===== src/rtl/odtr_pkg.sv =====
`timescale 1ns/1ps
package odtr_pkg;

  localparam int ID_MAX = 8;
  localparam int ID_BITS = 8 * ID_MAX;

  localparam logic [7:0] OP_WR_VOLATILE = 8'h81;
  localparam logic [7:0] OP_READ_IDENT  = 8'h9F;

  localparam logic [31:0] REG_IO_MODE   = 32'h0000_0000;
  localparam logic [31:0] REG_DUMMY_CFG = 32'h0000_0001;

  localparam logic [7:0] VAL_DUMMY_FAST = 8'd20;
  localparam logic [7:0] VAL_OCTAL_ON   = 8'hE7;
  localparam logic [7:0] VAL_SPI_ON     = 8'hFF;
  localparam logic [7:0] VAL_DUMMY_DEF  = 8'h1F;

  localparam logic [4:0] IDENT_DUMMY_OCT = 5'd8;

  typedef enum logic [1:0] {
    ST_IDLE = 2'd0,
    ST_RUN  = 2'd1,
    ST_FIN  = 2'd2
  } seq_state_e;

  typedef struct packed {
    logic [7:0]  opcode;
    logic [2:0]  addr_bytes;
    logic [31:0] addr;
    logic [4:0]  dummy;
    logic [3:0]  len;
    logic [15:0] wdata;
    logic        write;
    logic        octal;
  } cmd_t;

  // Identification read length: double-rate transfers move bytes in pairs.
  function automatic logic [3:0] ident_len(input int id_len, input logic octal);
    int n;
    n = id_len;
    if (octal && (id_len % 2) != 0) n = id_len + 1;
    return 4'(n);
  endfunction

  // Index of the final step (the identification read) per direction.
  function automatic logic [1:0] final_step(input logic to_octal);
    return to_octal ? 2'd2 : 2'd1;
  endfunction

endpackage


===== src/rtl/odtr_step_decode.sv =====
`timescale 1ns/1ps
module odtr_step_decode
  import odtr_pkg::*;
#(
  parameter int ID_LEN      = 3,
  parameter int ADDR_NBYTES = 4
) (
  input  logic       to_octal,
  input  logic [1:0] step,
  output cmd_t       cmd
);

  localparam logic [2:0] AB = 3'(ADDR_NBYTES);

  always_comb begin
    cmd = '0;
    if (to_octal) begin
      case (step)
        2'd0: begin
          cmd.opcode     = OP_WR_VOLATILE;
          cmd.addr_bytes = AB;
          cmd.addr       = REG_DUMMY_CFG;
          cmd.len        = 4'd1;
          cmd.wdata      = {8'h00, VAL_DUMMY_FAST};
          cmd.write      = 1'b1;
          cmd.octal      = 1'b0;
        end
        2'd1: begin
          cmd.opcode     = OP_WR_VOLATILE;
          cmd.addr_bytes = AB;
          cmd.addr       = REG_IO_MODE;
          cmd.len        = 4'd1;
          cmd.wdata      = {8'h00, VAL_OCTAL_ON};
          cmd.write      = 1'b1;
          cmd.octal      = 1'b0;
        end
        default: begin
          cmd.opcode = OP_READ_IDENT;
          cmd.dummy  = IDENT_DUMMY_OCT;
          cmd.len    = ident_len(ID_LEN, 1'b1);
          cmd.octal  = 1'b1;
        end
      endcase
    end else begin
      case (step)
        2'd0: begin
          cmd.opcode     = OP_WR_VOLATILE;
          cmd.addr_bytes = AB;
          cmd.addr       = REG_IO_MODE;
          cmd.len        = 4'd2;
          cmd.wdata      = {VAL_DUMMY_DEF, VAL_SPI_ON};
          cmd.write      = 1'b1;
          cmd.octal      = 1'b1;
        end
        default: begin
          cmd.opcode = OP_READ_IDENT;
          cmd.len    = ident_len(ID_LEN, 1'b0);
          cmd.octal  = 1'b0;
        end
      endcase
    end
  end

endmodule


===== src/rtl/odtr_id_compare.sv =====
`timescale 1ns/1ps
module odtr_id_compare
  import odtr_pkg::*;
#(
  parameter int ID_LEN = 3
) (
  input  logic [ID_BITS-1:0] got,
  input  logic [ID_BITS-1:0] want,
  output logic               match
);

  localparam logic [ID_MAX-1:0] CARE = ID_MAX'((1 << ID_LEN) - 1);

  logic [ID_MAX-1:0] byte_ok;

  for (genvar i = 0; i < ID_MAX; i++) begin : g_byte
    assign byte_ok[i] = !CARE[i] || (got[8*i +: 8] == want[8*i +: 8]);
  end

  assign match = &byte_ok;

endmodule


===== src/rtl/odtr_seq_fsm.sv =====
`timescale 1ns/1ps
module odtr_seq_fsm
  import odtr_pkg::*;
(
  input  logic       clk,
  input  logic       rst_n,
  input  logic       req_valid,
  input  logic       req_enable,
  input  logic       cmd_done,
  input  logic       cmd_err,
  input  logic       id_match,
  output logic       run,
  output logic [1:0] step,
  output logic       to_octal,
  output logic       busy,
  output logic       done,
  output logic       ok,
  output logic       mismatch,
  output logic       mode
);

  seq_state_e state_q;
  logic [1:0] step_q;
  logic       dir_q;

  // Named internal events
  logic accept_ev, abort_ev, advance_ev, verify_ev, at_final;

  assign at_final   = (step_q == final_step(dir_q));
  assign accept_ev  = (state_q == ST_IDLE) && req_valid;
  assign abort_ev   = (state_q == ST_RUN) && cmd_done && cmd_err;
  assign advance_ev = (state_q == ST_RUN) && cmd_done && !cmd_err && !at_final;
  assign verify_ev  = (state_q == ST_RUN) && cmd_done && !cmd_err && at_final;

  always_ff @(posedge clk or negedge rst_n) begin
    if (!rst_n) begin
      state_q  <= ST_IDLE;
      step_q   <= 2'd0;
      dir_q    <= 1'b0;
      ok       <= 1'b0;
      mismatch <= 1'b0;
      mode     <= 1'b0;
    end else begin
      case (state_q)
        ST_IDLE: if (accept_ev) begin
          state_q  <= ST_RUN;
          step_q   <= 2'd0;
          dir_q    <= req_enable;
          ok       <= 1'b0;
          mismatch <= 1'b0;
        end
        ST_RUN: begin
          if (abort_ev) begin
            state_q <= ST_FIN;
          end else if (advance_ev) begin
            step_q <= step_q + 2'd1;
          end else if (verify_ev) begin
            state_q  <= ST_FIN;
            ok       <= id_match;
            mismatch <= !id_match;
            if (id_match) mode <= dir_q;
          end
        end
        default: state_q <= ST_IDLE;
      endcase
    end
  end

  assign run      = (state_q == ST_RUN);
  assign done     = (state_q == ST_FIN);
  assign busy     = (state_q != ST_IDLE);
  assign step     = step_q;
  assign to_octal = dir_q;

endmodule


===== src/rtl/octal_mode_switcher.sv =====
`timescale 1ns/1ps
module octal_mode_switcher
  import odtr_pkg::*;
#(
  parameter int ID_LEN      = 3,
  parameter int ADDR_NBYTES = 4
) (
  input  logic        clk,
  input  logic        rst_n,
  input  logic        req_valid,
  input  logic        req_enable,
  input  logic [63:0] exp_id,
  output logic        cmd_valid,
  output logic [7:0]  cmd_opcode,
  output logic [2:0]  cmd_addr_bytes,
  output logic [31:0] cmd_addr,
  output logic [4:0]  cmd_dummy,
  output logic [3:0]  cmd_len,
  output logic [15:0] cmd_wdata,
  output logic        cmd_write,
  output logic        cmd_proto,
  input  logic        cmd_done,
  input  logic        cmd_err,
  input  logic [63:0] rsp_data,
  output logic        seq_busy,
  output logic        seq_done,
  output logic        seq_ok,
  output logic        seq_mismatch,
  output logic        cur_mode
);

  logic       run_w, to_octal_w, match_w;
  logic [1:0] step_w;
  cmd_t       cmd_w;

  odtr_seq_fsm u_fsm (
    .clk        (clk),
    .rst_n      (rst_n),
    .req_valid  (req_valid),
    .req_enable (req_enable),
    .cmd_done   (cmd_done),
    .cmd_err    (cmd_err),
    .id_match   (match_w),
    .run        (run_w),
    .step       (step_w),
    .to_octal   (to_octal_w),
    .busy       (seq_busy),
    .done       (seq_done),
    .ok         (seq_ok),
    .mismatch   (seq_mismatch),
    .mode       (cur_mode)
  );

  odtr_step_decode #(.ID_LEN(ID_LEN), .ADDR_NBYTES(ADDR_NBYTES)) u_dec (
    .to_octal (to_octal_w),
    .step     (step_w),
    .cmd      (cmd_w)
  );

  odtr_id_compare #(.ID_LEN(ID_LEN)) u_cmp (
    .got   (rsp_data),
    .want  (exp_id),
    .match (match_w)
  );

  assign cmd_valid      = run_w;
  assign cmd_opcode     = cmd_w.opcode;
  assign cmd_addr_bytes = cmd_w.addr_bytes;
  assign cmd_addr       = cmd_w.addr;
  assign cmd_dummy      = cmd_w.dummy;
  assign cmd_len        = cmd_w.len;
  assign cmd_wdata      = cmd_w.wdata;
  assign cmd_write      = cmd_w.write;
  assign cmd_proto      = cmd_w.octal;

endmodule


===== config.mk =====
export PLATFORM = sky130hd
export DESIGN_NAME = octal_mode_switcher
export DESIGN_NICKNAME = d
export VERILOG_FILES = /design/src/rtl/odtr_pkg.sv /design/src/rtl/odtr_step_decode.sv /design/src/rtl/odtr_id_compare.sv /design/src/rtl/odtr_seq_fsm.sv /design/src/rtl/octal_mode_switcher.sv
export SDC_FILE = /design/constraint.sdc
export NUM_CORES = 1
export LEC_CHECK = 0
export BUFFER_PORTS_ARGS = -buffer_cell sky130_fd_sc_hd__buf_2
export CORE_AREA = 2 2 82 84
export DETAILED_ROUTE_END_ITERATION = 8
export DIE_AREA = 0 0 84 86
export HOLD_SLACK_MARGIN = 0.05
export SYNTH_ARGS = -nofsm -noshare
export SYNTH_HDL_FRONTEND = slang
export SYNTH_HIERARCHICAL = 1
export SYNTH_SLANG_ARGS = --single-unit

===== constraint.sdc =====
create_clock -name clk -period 5.7 [get_ports clk]
set_clock_uncertainty 0.2 [all_clocks]
set_input_delay 0 -clock clk [delete_from_list [all_inputs] [get_ports clk]]
set_output_delay 0 -clock clk [all_outputs]
set_load 0.05 [all_outputs]

==> results.yml, run 1 <==
run_status:
  run_status: "complete, no violations"
setup_path:
  critPathLaunch: "u_fsm/step[0]$_DFFE_PN0P_"
  critical_path_class: "flip-flop to flip-flop"
  critPathCaptureType: "flip-flop"
  timing.critical_path.fanout_max: 12
  critical_path.startpoint_type: "flip-flop"
  cp_data_required_time_ns: 5.61
  worst_r2r_startpoint: "u_fsm/step[0]$_DFFE_PN0P_"
  rr_endpoint: "u_fsm/state_q[0]$_DFFE_PN0P_"
  timing.reg2reg.worst_path_depth: 4
  capture_point_of_the_critical_path: "u_fsm/state_q[0]$_DFFE_PN0P_"
  timing.critical_path.arrival_ns: 2.03
  ff2ff_setup_slack_ns: 3.58
placed_design:
  placed_cells_incl_taps: 289
  dp.final_hpwl_mm: 2.383
  post-place-ws_ns: 3.755
  port_bufs: 84
  gpl.final_weighted_congestion: 0.7546
  dpl-instance-area_um2: 1434
cells_and_area:
  antenna-diode-count: 0
  finish.cell_count_without_fillers: 299
  area_growth_syn_to_layout_pct: 27.71
  layout_fillers: 701
  fraction_of_layout_cells_with_a_size_suffix_above_1_pct: 42.79
  stdcell_area_um2: 1545
  multiInputGateArea_um2: 698.2
  post-route-util_pct: 24.62
  final_nets: 358
  final-seq-area_um2: 200.2
clock_tree:
  tritoncts.num_buffers: 3
  tritoncts_num_sinks: 8
  cts_tree: "yes"
  clockBufferDepth: 2
  cts_max_level: 1
  cts.reportedPaths.clkPinSlew_ns: 0.04
  clk_root_buffer_cell: "sky130_fd_sc_hd__clkbuf_8"
  postCtsSetupBuffers: 0
  clock_latency_ns: 0.23
floorplanning:
  die_area_um2: 7224
  fp-row-count: 29
  core_region_area_um2: 6277
  ios: 210
  die_y_extent_um: 86
  x_dimension_of_the_die_um: 84
  initial_core_util_pct: 19.27
worst_hold_path:
  hold_path_class: "primary input to flip-flop"
synthesis:
  most_frequent_cell_after_synthesis: "sky130_fd_sc_hd__buf_4"
  synth_area_leader_cell: "sky130_fd_sc_hd__buf_4"
  netlist_top_cells_count: "sky130_fd_sc_hd__buf_4 (60), sky130_fd_sc_hd__xor2_1 (17), sky130_fd_sc_hd__dfrtp_1 (8), sky130_fd_sc_hd__xnor2_1 (8)"
  ys_dominant_reg_cell: "sky130_fd_sc_hd__dfrtp_1"
  synth_largest_type_area_fraction_pct: 37.23
  synth-edff-count: 0
  yosysWarningCount: 6
  synth-seq-area-share_pct: 16.55
  async_reset_ff_share_pct: 100.0
  postSynthCellCount: 146
  post_synth_num_cell_types: 35
  avgSynthCellArea_um2: 8.287
  post_synth_main_area_contributors: "sky130_fd_sc_hd__buf_4 (37%), sky130_fd_sc_hd__dfrtp_1 (17%), sky130_fd_sc_hd__xor2_1 (12%)"
  ys_ff_latch: 8
  mappedNetlistArea_um2: 1210
pwr:
  power.net_switching_mw: 0.7285
  power.total_mw: 1.016
  combPwrFrac_pct: 81.7
  netSwitchingFraction_pct: 71.71
  static_leakage_nw: 0.8423
  sequentialPowerShare_pct: 11.6
  clk_pwr_share_pct: 6.6
  power_density_nw_per_um2: 657.5
  p_int_mw: 0.2874
  irDropWorstVdd_mv: 0.5471
grt:
  grt_pass1_vias: 906
  grt_first_pass_wirelength_mm: 4.153
  grt_start_max_net_pins: 14
  overflow: 0
  grt_use_total_pct: 7.185
  antenna_found_initial: 1
route:
  avgViaCountPerCell: 3.602
  drt_iter0_drc: 26
  routed_wire_length_per_instance_um: 9.130
  vias: 1077
  dr.pass1.iters: 3
  routed_wl_mm: 2.730
  route.antenna.remaining_nets: 0
  drc_errors: 0
timing:
  rsz0062_at_grt: "false"
  postLayoutSetupSlackWorst_ns: 3.584
  final-max-slew-violation-count: 0
  worst_hold_slack_ns: 0.1546
  setup_tns_ns: 0
  clock.fmax_mhz: 472.5
  hold_viol_final: 0
  min_period_over_period_pct: 37.13
  setup_violations: 0
  final.min_clock_period_ns: 2.116
job:
  drv_cap: 0
-- cell type report --
class / count / share of cell area (%)
clock buffers: 3 / 2.672
well taps: 77 / 6.235
multi-input cells: 115 / 45.18
inverters: 5 / 1.215
repair buffers: 91 / 31.74
flip-flops and latches: 8 / 12.96
-- cell usage in the layout (no fill, tap or decap) --
master,count
sky130_fd_sc_hd__buf_2,84
sky130_fd_sc_hd__conb_1,45
sky130_fd_sc_hd__xor2_1,17
sky130_fd_sc_hd__xnor2_1,8
sky130_fd_sc_hd__dfrtp_1,8
sky130_fd_sc_hd__dlygate4sd3_1,7
sky130_fd_sc_hd__nor2_1,5
sky130_fd_sc_hd__inv_1,5
sky130_fd_sc_hd__nor4_1,4
sky130_fd_sc_hd__clkbuf_8,3
sky130_fd_sc_hd__nand4_1,3
sky130_fd_sc_hd__o21ai_0,3
sky130_fd_sc_hd__nor3_2,2
sky130_fd_sc_hd__a21oi_1,2
sky130_fd_sc_hd__nor2b_1,2
sky130_fd_sc_hd__a211o_1,2
sky130_fd_sc_hd__nand2_1,2
sky130_fd_sc_hd__nand3b_1,2
sky130_fd_sc_hd__and2_4,1
sky130_fd_sc_hd__nor3_1,1
sky130_fd_sc_hd__a21o_1,1
sky130_fd_sc_hd__or2_1,1
sky130_fd_sc_hd__or2_2,1
sky130_fd_sc_hd__or3b_2,1
sky130_fd_sc_hd__mux2_2,1
sky130_fd_sc_hd__nand4bb_1,1
sky130_fd_sc_hd__o211ai_1,1
sky130_fd_sc_hd__or3b_4,1
sky130_fd_sc_hd__a32oi_1,1
sky130_fd_sc_hd__a211o_2,1
sky130_fd_sc_hd__mux2_1,1
sky130_fd_sc_hd__and3_1,1
sky130_fd_sc_hd__a311oi_1,1
sky130_fd_sc_hd__nand2b_1,1
sky130_fd_sc_hd__nand4b_1,1
sky130_fd_sc_hd__or3_1,1
-- kinds of logic after synthesis --
| group | after synthesis | synth area share, % |
|---|---|---|
| AND/OR/NAND/NOR | 31 | 16.75 |
| other | 2 | 0.6207 |
| buffers and inverters | 66 | 39.09 |
| flip-flops | 8 | 16.55 |
| multiplexers | 2 | 1.861 |
| AO/OA/AOI/OAI | 12 | 7.033 |
| XOR/XNOR | 25 | 18.10 |
-- critical path, cell delays in order (launching register included) --
cell and delay (ns):
sky130_fd_sc_hd__dfrtp_1 0.57, sky130_fd_sc_hd__or3b_4 0.45, sky130_fd_sc_hd__nand3b_1 0.12, sky130_fd_sc_hd__a311oi_1 0.09
sky130_fd_sc_hd__dlygate4sd3_1 0.57
-- repair_timing --
action                                 in CTS  in global routing
endpoints found under the hold margin      12                  0
hold buffers                                7                  0
resized for setup                           0                  0
-- state kept, by name (all words and copies together), names as in the netlist --
signal	flops
u_fsm/to_octal	1
u_fsm/mismatch	1
u_fsm/mode	1
u_fsm/ok	1
u_fsm/state_q	2
u_fsm/step	2
-- how the worst min path moves through the flow --
| stage | slack, ns | end | depth (start not counted) | start |
|---|---|---|---|---|
| 4_1_cts | 0.17 | u_fsm/ok$_DFFE_PN0P_ | 7 | rsp_data[12] |
| 3_3_place_gp | -0.34 | u_fsm/state_q[0]$_DFFE_PN0P_ | 1 | rst_n |
| 3_5_place_dp | -0.34 | u_fsm/state_q[1]$_DFFE_PN0P_ | 1 | rst_n |
| 2_1_floorplan | -0.50 | u_fsm/mismatch$_DFFE_PN0P_ | 0 | rst_n |
| 5_1_grt | 0.22 | u_fsm/ok$_DFFE_PN0P_ | 7 | rsp_data[12] |
| 6_report | 0.15 | u_fsm/ok$_DFFE_PN0P_ | 7 | rsp_data[12] |
-- power groups by stage --
stage / Clock [mW] / Combinational (mW) / Sequential [mW]
6_report: 0.0674 / 0.830 / 0.118
3_3_place_gp: 0 / 0.824 / 0.118
2_1_floorplan: 0 / 0.803 / 0.113
4_1_cts: 0.0696 / 0.835 / 0.119
3_5_place_dp: 0 / 0.826 / 0.119
5_1_grt: 0.0721 / 0.867 / 0.126
-- metal layers --
metal | up-vias | wire (um) | track usage, %
met3 | 6 | 346 | 3.657
met2 | 70 | 1338 | 12.44
met5 | - | 0 | 0
met4 | 0 | 28 | 1.613
li1 | 528 | - | -
met1 | 473 | 1017 | 7.919
(Power assumes the default switching activity.)
==> run 2, diff against run 1 <==
- clock period: 5.7 -> 1.8 ns (I/O delays scaled with it)
==> results.yml, run 2 (same netlist as run 1, synthesis figures left out) <==
run_status:
  run_status: "complete, no violations"
floorplanning:
  core_region_area_um2: 6277
  die_area_um2: 7224
  initial_core_util_pct: 19.27
  ios: 210
  x_dimension_of_the_die_um: 84
  die_y_extent_um: 86
  fp-row-count: 29
timing:
  hold_viol_final: 0
  setup_violations: 0
  min_period_over_period_pct: 96.62
  rsz0062_at_grt: "false"
  clock.fmax_mhz: 575.0
  final-max-slew-violation-count: 0
  postLayoutSetupSlackWorst_ns: 0.06090
  setup_tns_ns: 0
  final.min_clock_period_ns: 1.739
route:
  dr.pass1.iters: 4
  routed_wl_mm: 3.023
  drc_errors: 0
  route.antenna.remaining_nets: 0
  drt_iter0_drc: 30
  avgViaCountPerCell: 3.658
  routed_wire_length_per_instance_um: 9.847
  vias: 1123
setup_path:
  timing.critical_path.arrival_ns: 1.65
  critical_path_class: "flip-flop to flip-flop"
  timing.critical_path.fanout_max: 4
  cp_data_required_time_ns: 1.71
  critical_path.startpoint_type: "flip-flop"
  critPathCaptureType: "flip-flop"
clock_tree:
  cts_max_level: 1
  cts.reportedPaths.clkPinSlew_ns: 0.05
  clock_latency_ns: 0.23
  cts_tree: "yes"
  postCtsSetupBuffers: 0
  clk_root_buffer_cell: "sky130_fd_sc_hd__clkbuf_8"
  tritoncts.num_buffers: 3
  tritoncts_num_sinks: 8
  clockBufferDepth: 2
cells_and_area:
  final_common_cell: "sky130_fd_sc_hd__buf_2"
  commonest_cells_after_routing_fill_and_taps_aside: "sky130_fd_sc_hd__buf_2 (84), sky130_fd_sc_hd__conb_1 (45), sky130_fd_sc_hd__xor2_1 (17)"
  final_nets: 363
  area_growth_syn_to_layout_pct: 33.92
  finish.cell_count_without_fillers: 307
  fraction_of_layout_cells_with_a_size_suffix_above_1_pct: 48.25
  layout_fillers: 696
grt:
  met2_usage_pct: 13.67
  grt_pass1_vias: 976
  grt_util_met3_pct: 2.791
  top_usage_layer: "met2"
  overflow: 0
  antenna_found_initial: 2
  met1_usage_pct: 7.697
  grt_start_max_net_pins: 13
  grt_first_pass_wirelength_mm: 4.340
  grt_use_total_pct: 7.409
placed_design:
  port_bufs: 84
  dp.final_hpwl_mm: 2.638
  gpl.final_weighted_congestion: 0.7564
  placed_cells_incl_taps: 295
  post-place-ws_ns: -0.1246
worst_hold_path:
  hold_path_class: "primary input to flip-flop"
pwr:
  power_density_nw_per_um2: 2069
  irDropWorstVdd_mv: 1.848
  static_leakage_nw: 0.8681
job:
  drv_cap: 0
==> run 2: cell count changes in the layout (fill, tap and decap cells not counted), moves of 2 or more <==
cell                      change
sky130_fd_sc_hd__diode_2      +2
sky130_fd_sc_hd__dfrtp_1      -3
sky130_fd_sc_hd__dfrtp_2      +3
sky130_fd_sc_hd__buf_4        +6
==> run 2: through the flow <==
step                hold WS, ns  total power [mW]  cell area, um^2  util [%]
floorplan               -0.4956             2.955             1396         -
global placement        -0.3449             3.112             1504     23.96
detailed placement      -0.3453             3.120             1504     23.96
CTS                      0.1469             3.363             1609     25.63
global route             0.2129             3.499             1615     25.73
finish                   0.1321             3.352             1620     25.81
==> run 2: critical path, cell delays in order (launching register included) <==
cell                      delay, ns
sky130_fd_sc_hd__dfrtp_2       0.39
sky130_fd_sc_hd__or3b_4        0.42
sky130_fd_sc_hd__a211o_1       0.28
sky130_fd_sc_hd__mux2_1        0.32
==> run 2: worst paths after layout <==
| path | cells past startpoint | to | startpoint | slack (ns) |
|---|---|---|---|---|
| max | 3 | u_fsm/mode$_DFFE_PN0P_ | u_fsm/to_octal$_DFFE_PN0P_ | 0.06 |
| min | 7 | u_fsm/ok$_DFFE_PN0P_ | rsp_data[12] | 0.13 |
| max reg2reg | 3 | u_fsm/mode$_DFFE_PN0P_ | u_fsm/to_octal$_DFFE_PN0P_ | 0.06 |
| min reg2reg | 1 | u_fsm/mode$_DFFE_PN0P_ | u_fsm/mode$_DFFE_PN0P_ | 0.31 |
| max in group asynchronous | 3 | u_fsm/step[0]$_DFFE_PN0P_ | rst_n | 0.56 |
| min in group asynchronous | 3 | u_fsm/mode$_DFFE_PN0P_ | rst_n | 0.55 |
==> run 2: report_power, final <==
group          internal, mW  leakage [nW]  switching [mW]  total [mW]
Sequential            0.241         0.100          0.0446       0.286
Combinational         0.599         0.745            2.24        2.84
Clock                 0.154        0.0228          0.0768       0.231
==> run 2: cell type report <==
cell class | count | area (um^2) | share of cell area, %
antenna | 2 | 5.005 | 0.3089
sequential | 8 | 203.9 | 12.59
tap | 77 | 96.34 | 5.946
clock buffer | 4 | 45.04 | 2.780
timing repair buffer | 96 | 525.5 | 32.43
inverter | 5 | 18.77 | 1.158
multi-input combinational | 115 | 725.7 | 44.79
==> run 2: timing repair <==
item                                    4_1_cts  5_1_grt
resized for setup                             0        1
endpoints found under the setup margin        0        1
hold endpoints to repair                     12        0
hold buffers                                  6        0
==> run 2: metal layers <==
layer,part of all wire (%),vias to the layer above
met5,0,-
li1,-,545
met4,1.3,0
met1,37,494
met2,50,78
met3,12,6
==> run 3, diff against run 2 <==
- ABC_AREA: not set -> 1
- CORE_AREA: 2 2 82 84 -> 2 2 81 83
- DIE_AREA: 0 0 84 86 -> 0 0 83 85
- PLACE_DENSITY: not set -> 0.68
- REMOVE_ABC_BUFFERS: not set -> 1
==> results.yml, run 3 <==
clock_tree:
  clockBufferDepth: 2
  tritoncts_num_sinks: 8
  cts.reportedPaths.clkPinSlew_ns: 0.04
  clk_root_buffer_cell: "sky130_fd_sc_hd__clkbuf_8"
  clock_latency_ns: 0.22
  tritoncts.num_buffers: 3
  cts_tree: "yes"
  cts_max_level: 1
synthesis:
  post_synth_num_cell_types: 17
  synth_area_leader_cell: "sky130_fd_sc_hd__buf_4"
  post_synth_main_area_contributors: "sky130_fd_sc_hd__buf_4 (31%), sky130_fd_sc_hd__nand2_1 (19%), sky130_fd_sc_hd__dfrtp_1 (14%)"
  synth-edff-count: 0
  postSynthCellCount: 250
  ys_dominant_reg_cell: "sky130_fd_sc_hd__dfrtp_1"
  yosysWarningCount: 6
  mappedNetlistArea_um2: 1440
  netlist_top_cells_count: "sky130_fd_sc_hd__nand2_1 (71), sky130_fd_sc_hd__buf_4 (60), sky130_fd_sc_hd__inv_1 (36)"
  synth_largest_type_area_fraction_pct: 31.28
  ys_ff_latch: 8
  avgSynthCellArea_um2: 5.761
  most_frequent_cell_after_synthesis: "sky130_fd_sc_hd__nand2_1"
  async_reset_ff_share_pct: 100.0
  synth-seq-area-share_pct: 13.90
setup_path:
  timing.reg2reg.worst_path_depth: 5
  timing.critical_path.arrival_ns: 1.60
  critical_path.startpoint_type: "flip-flop"
  rr_endpoint: "u_fsm/to_octal$_DFFE_PN0P_"
  ff2ff_setup_slack_ns: 0.10
  critical_path_class: "flip-flop to flip-flop"
  cp_slowest_cell: "sky130_fd_sc_hd__dlygate4sd3_1"
  capture_point_of_the_critical_path: "u_fsm/to_octal$_DFFE_PN0P_"
  critPathLaunch: "u_fsm/state_q[1]$_DFFE_PN0P_"
  critPathCaptureType: "flip-flop"
  timing.critical_path.fanout_max: 8
  worst_r2r_startpoint: "u_fsm/state_q[1]$_DFFE_PN0P_"
  delay_of_the_slowest_critical_path_stage_ns: 0.55
  cp_data_required_time_ns: 1.70
  worstPathCellList: "inv_2 > nand3_2 > nor2_1 > dlygate4sd3_1 > a21oi_1"
route:
  avgViaCountPerCell: 3.604
  dr.pass1.iters: 4
  routed_wl_mm: 2.954
  route.antenna.remaining_nets: 0
  drt_iter0_drc: 35
  routed_wire_length_per_instance_um: 7.312
  vias: 1456
  drc_errors: 0
worst_hold_path:
  hold_path_class: "primary input to flip-flop"
timing:
  final.min_clock_period_ns: 1.695
  rsz0062_at_grt: "false"
  setup_tns_ns: 0
  setup_violations: 0
  final-max-slew-violation-count: 0
  worst_hold_slack_ns: 0.2101
  clock.fmax_mhz: 589.9
  hold_viol_final: 0
  min_period_over_period_pct: 94.18
grt:
  grt_first_pass_wirelength_mm: 4.595
  antenna_found_initial: 0
  grt_pass1_vias: 1214
  grt_start_max_net_pins: 11
  grt_use_total_pct: 7.549
  overflow: 0
cells_and_area:
  final_nets: 463
  commonest_cells_after_routing_fill_and_taps_aside: "sky130_fd_sc_hd__buf_2 (84), sky130_fd_sc_hd__nand2_1 (71), sky130_fd_sc_hd__conb_1 (45)"
  finish.cell_count_without_fillers: 404
  final-seq-area_um2: 200.2
  area_growth_syn_to_layout_pct: 23.89
  layout_fillers: 687
  post-route-util_pct: 28.76
  final_common_cell: "sky130_fd_sc_hd__buf_2"
  fraction_of_layout_cells_with_a_size_suffix_above_1_pct: 31.19
  antenna-diode-count: 0
  multiInputGateArea_um2: 813.3
pwr:
  static_leakage_nw: 1.198
  irDropWorstVdd_mv: 1.760
  power_density_nw_per_um2: 1846
placed_design:
  dp.final_hpwl_mm: 2.610
  placed_cells_incl_taps: 394
  gpl.final_weighted_congestion: 0.8238
  port_bufs: 84
job:
  drv_cap: 0
run_status:
  run_status: "complete, no violations"
floorplanning:
  ios: 210
  fp-row-count: 29
  x_dimension_of_the_die_um: 83
  core_region_area_um2: 6205
  die_area_um2: 7055
  die_y_extent_um: 85
  initial_core_util_pct: 23.21
==> run 3: changes by cell type after synthesis, moves of 4 or more <==
cell and change:
sky130_fd_sc_hd__inv_1 +31, sky130_fd_sc_hd__nor4_1 -4, sky130_fd_sc_hd__nand2_1 +69, sky130_fd_sc_hd__nand2_2 +4
sky130_fd_sc_hd__nor2_2 +6, sky130_fd_sc_hd__xor2_1 -17, sky130_fd_sc_hd__nand3_1 +8, sky130_fd_sc_hd__nor2_1 +30
==> run 3: repair_timing <==
item,4_1_cts,5_1_grt
endpoints found under the hold margin,16,0
buffers inserted,0,0
hold buffers,7,0
gates resized for setup,0,1
endpoints found under the setup margin,0,1
==> run 3: layout make-up <==
class,instances,area share [%]
multi-input cells,187,45.58
repair buffers,91,27.49
inverters,38,7.994
clock buffers,3,2.314
flip-flops and latches,8,11.22
well taps,77,5.400
==> run 3: worst min-delay path by stage <==
stage	to	depth (start not counted)	slack, ns	startpoint
after floorplan	u_fsm/mismatch$_DFFE_PN0P_	0	-0.50	rst_n
after global placement	u_fsm/mode$_DFFE_PN0P_	1	-0.35	rst_n
after detailed placement	u_fsm/to_octal$_DFFE_PN0P_	1	-0.34	rst_n
after CTS	u_fsm/mismatch$_DFFE_PN0P_	9	0.22	rsp_data[6]
after global routing	u_fsm/mode$_DFFE_PN0P_	11	0.30	rsp_data[2]
final	u_fsm/ok$_DFFE_PN0P_	10	0.21	rsp_data[6]
==> run 3: critical path: cells and delay by family, from the launching register on <==
| family | cells | cell delay, ns |
|---|---|---|
| AO/OA/AOI/OAI | 1 | 0.04 |
| AND/OR/NAND/NOR | 2 | 0.23 |
| flip-flops | 1 | 0.41 |
| buffers and inverters | 2 | 0.69 |
==> run 3: per-stage QoR <==
step / power (mW) / setup slack (ns) / instance area (um^2)
after floorplan: 2.367 / -1.221 / 1151
after global placement: 3.048 / 0.2928 / 1668
after detailed placement: 3.077 / 0.2927 / 1668
after CTS: 3.309 / 0.07004 / 1779
after global routing: 3.483 / 0.03030 / 1784
final: 3.293 / 0.1048 / 1784
==> run 3: cells by family after synthesis <==
group	share of synthesized area, %
buf+inv	41.18
flops	13.90
compound gates	1.389
other cells	0.5215
xor+xnor	5.474
simple gates	37.53
==> run 3: where the power goes <==
part | switching (mW) | total [mW] | internal [mW]
Clock | 0.0637 | 0.208 | 0.144
Sequential | 0.0921 | 0.332 | 0.240
Combinational | 2.22 | 2.75 | 0.535
Total | 2.37 | 3.29 | 0.919
==> run 3: metal layers <==
layer	share of wire, %	vias to the layer above	global-route usage [%]
met4	1.2	0	2.683
met3	6.5	2	0.6809
met1	41	612	8.378
met5	0	-	0
met2	52	59	14.88
li1	-	783	-
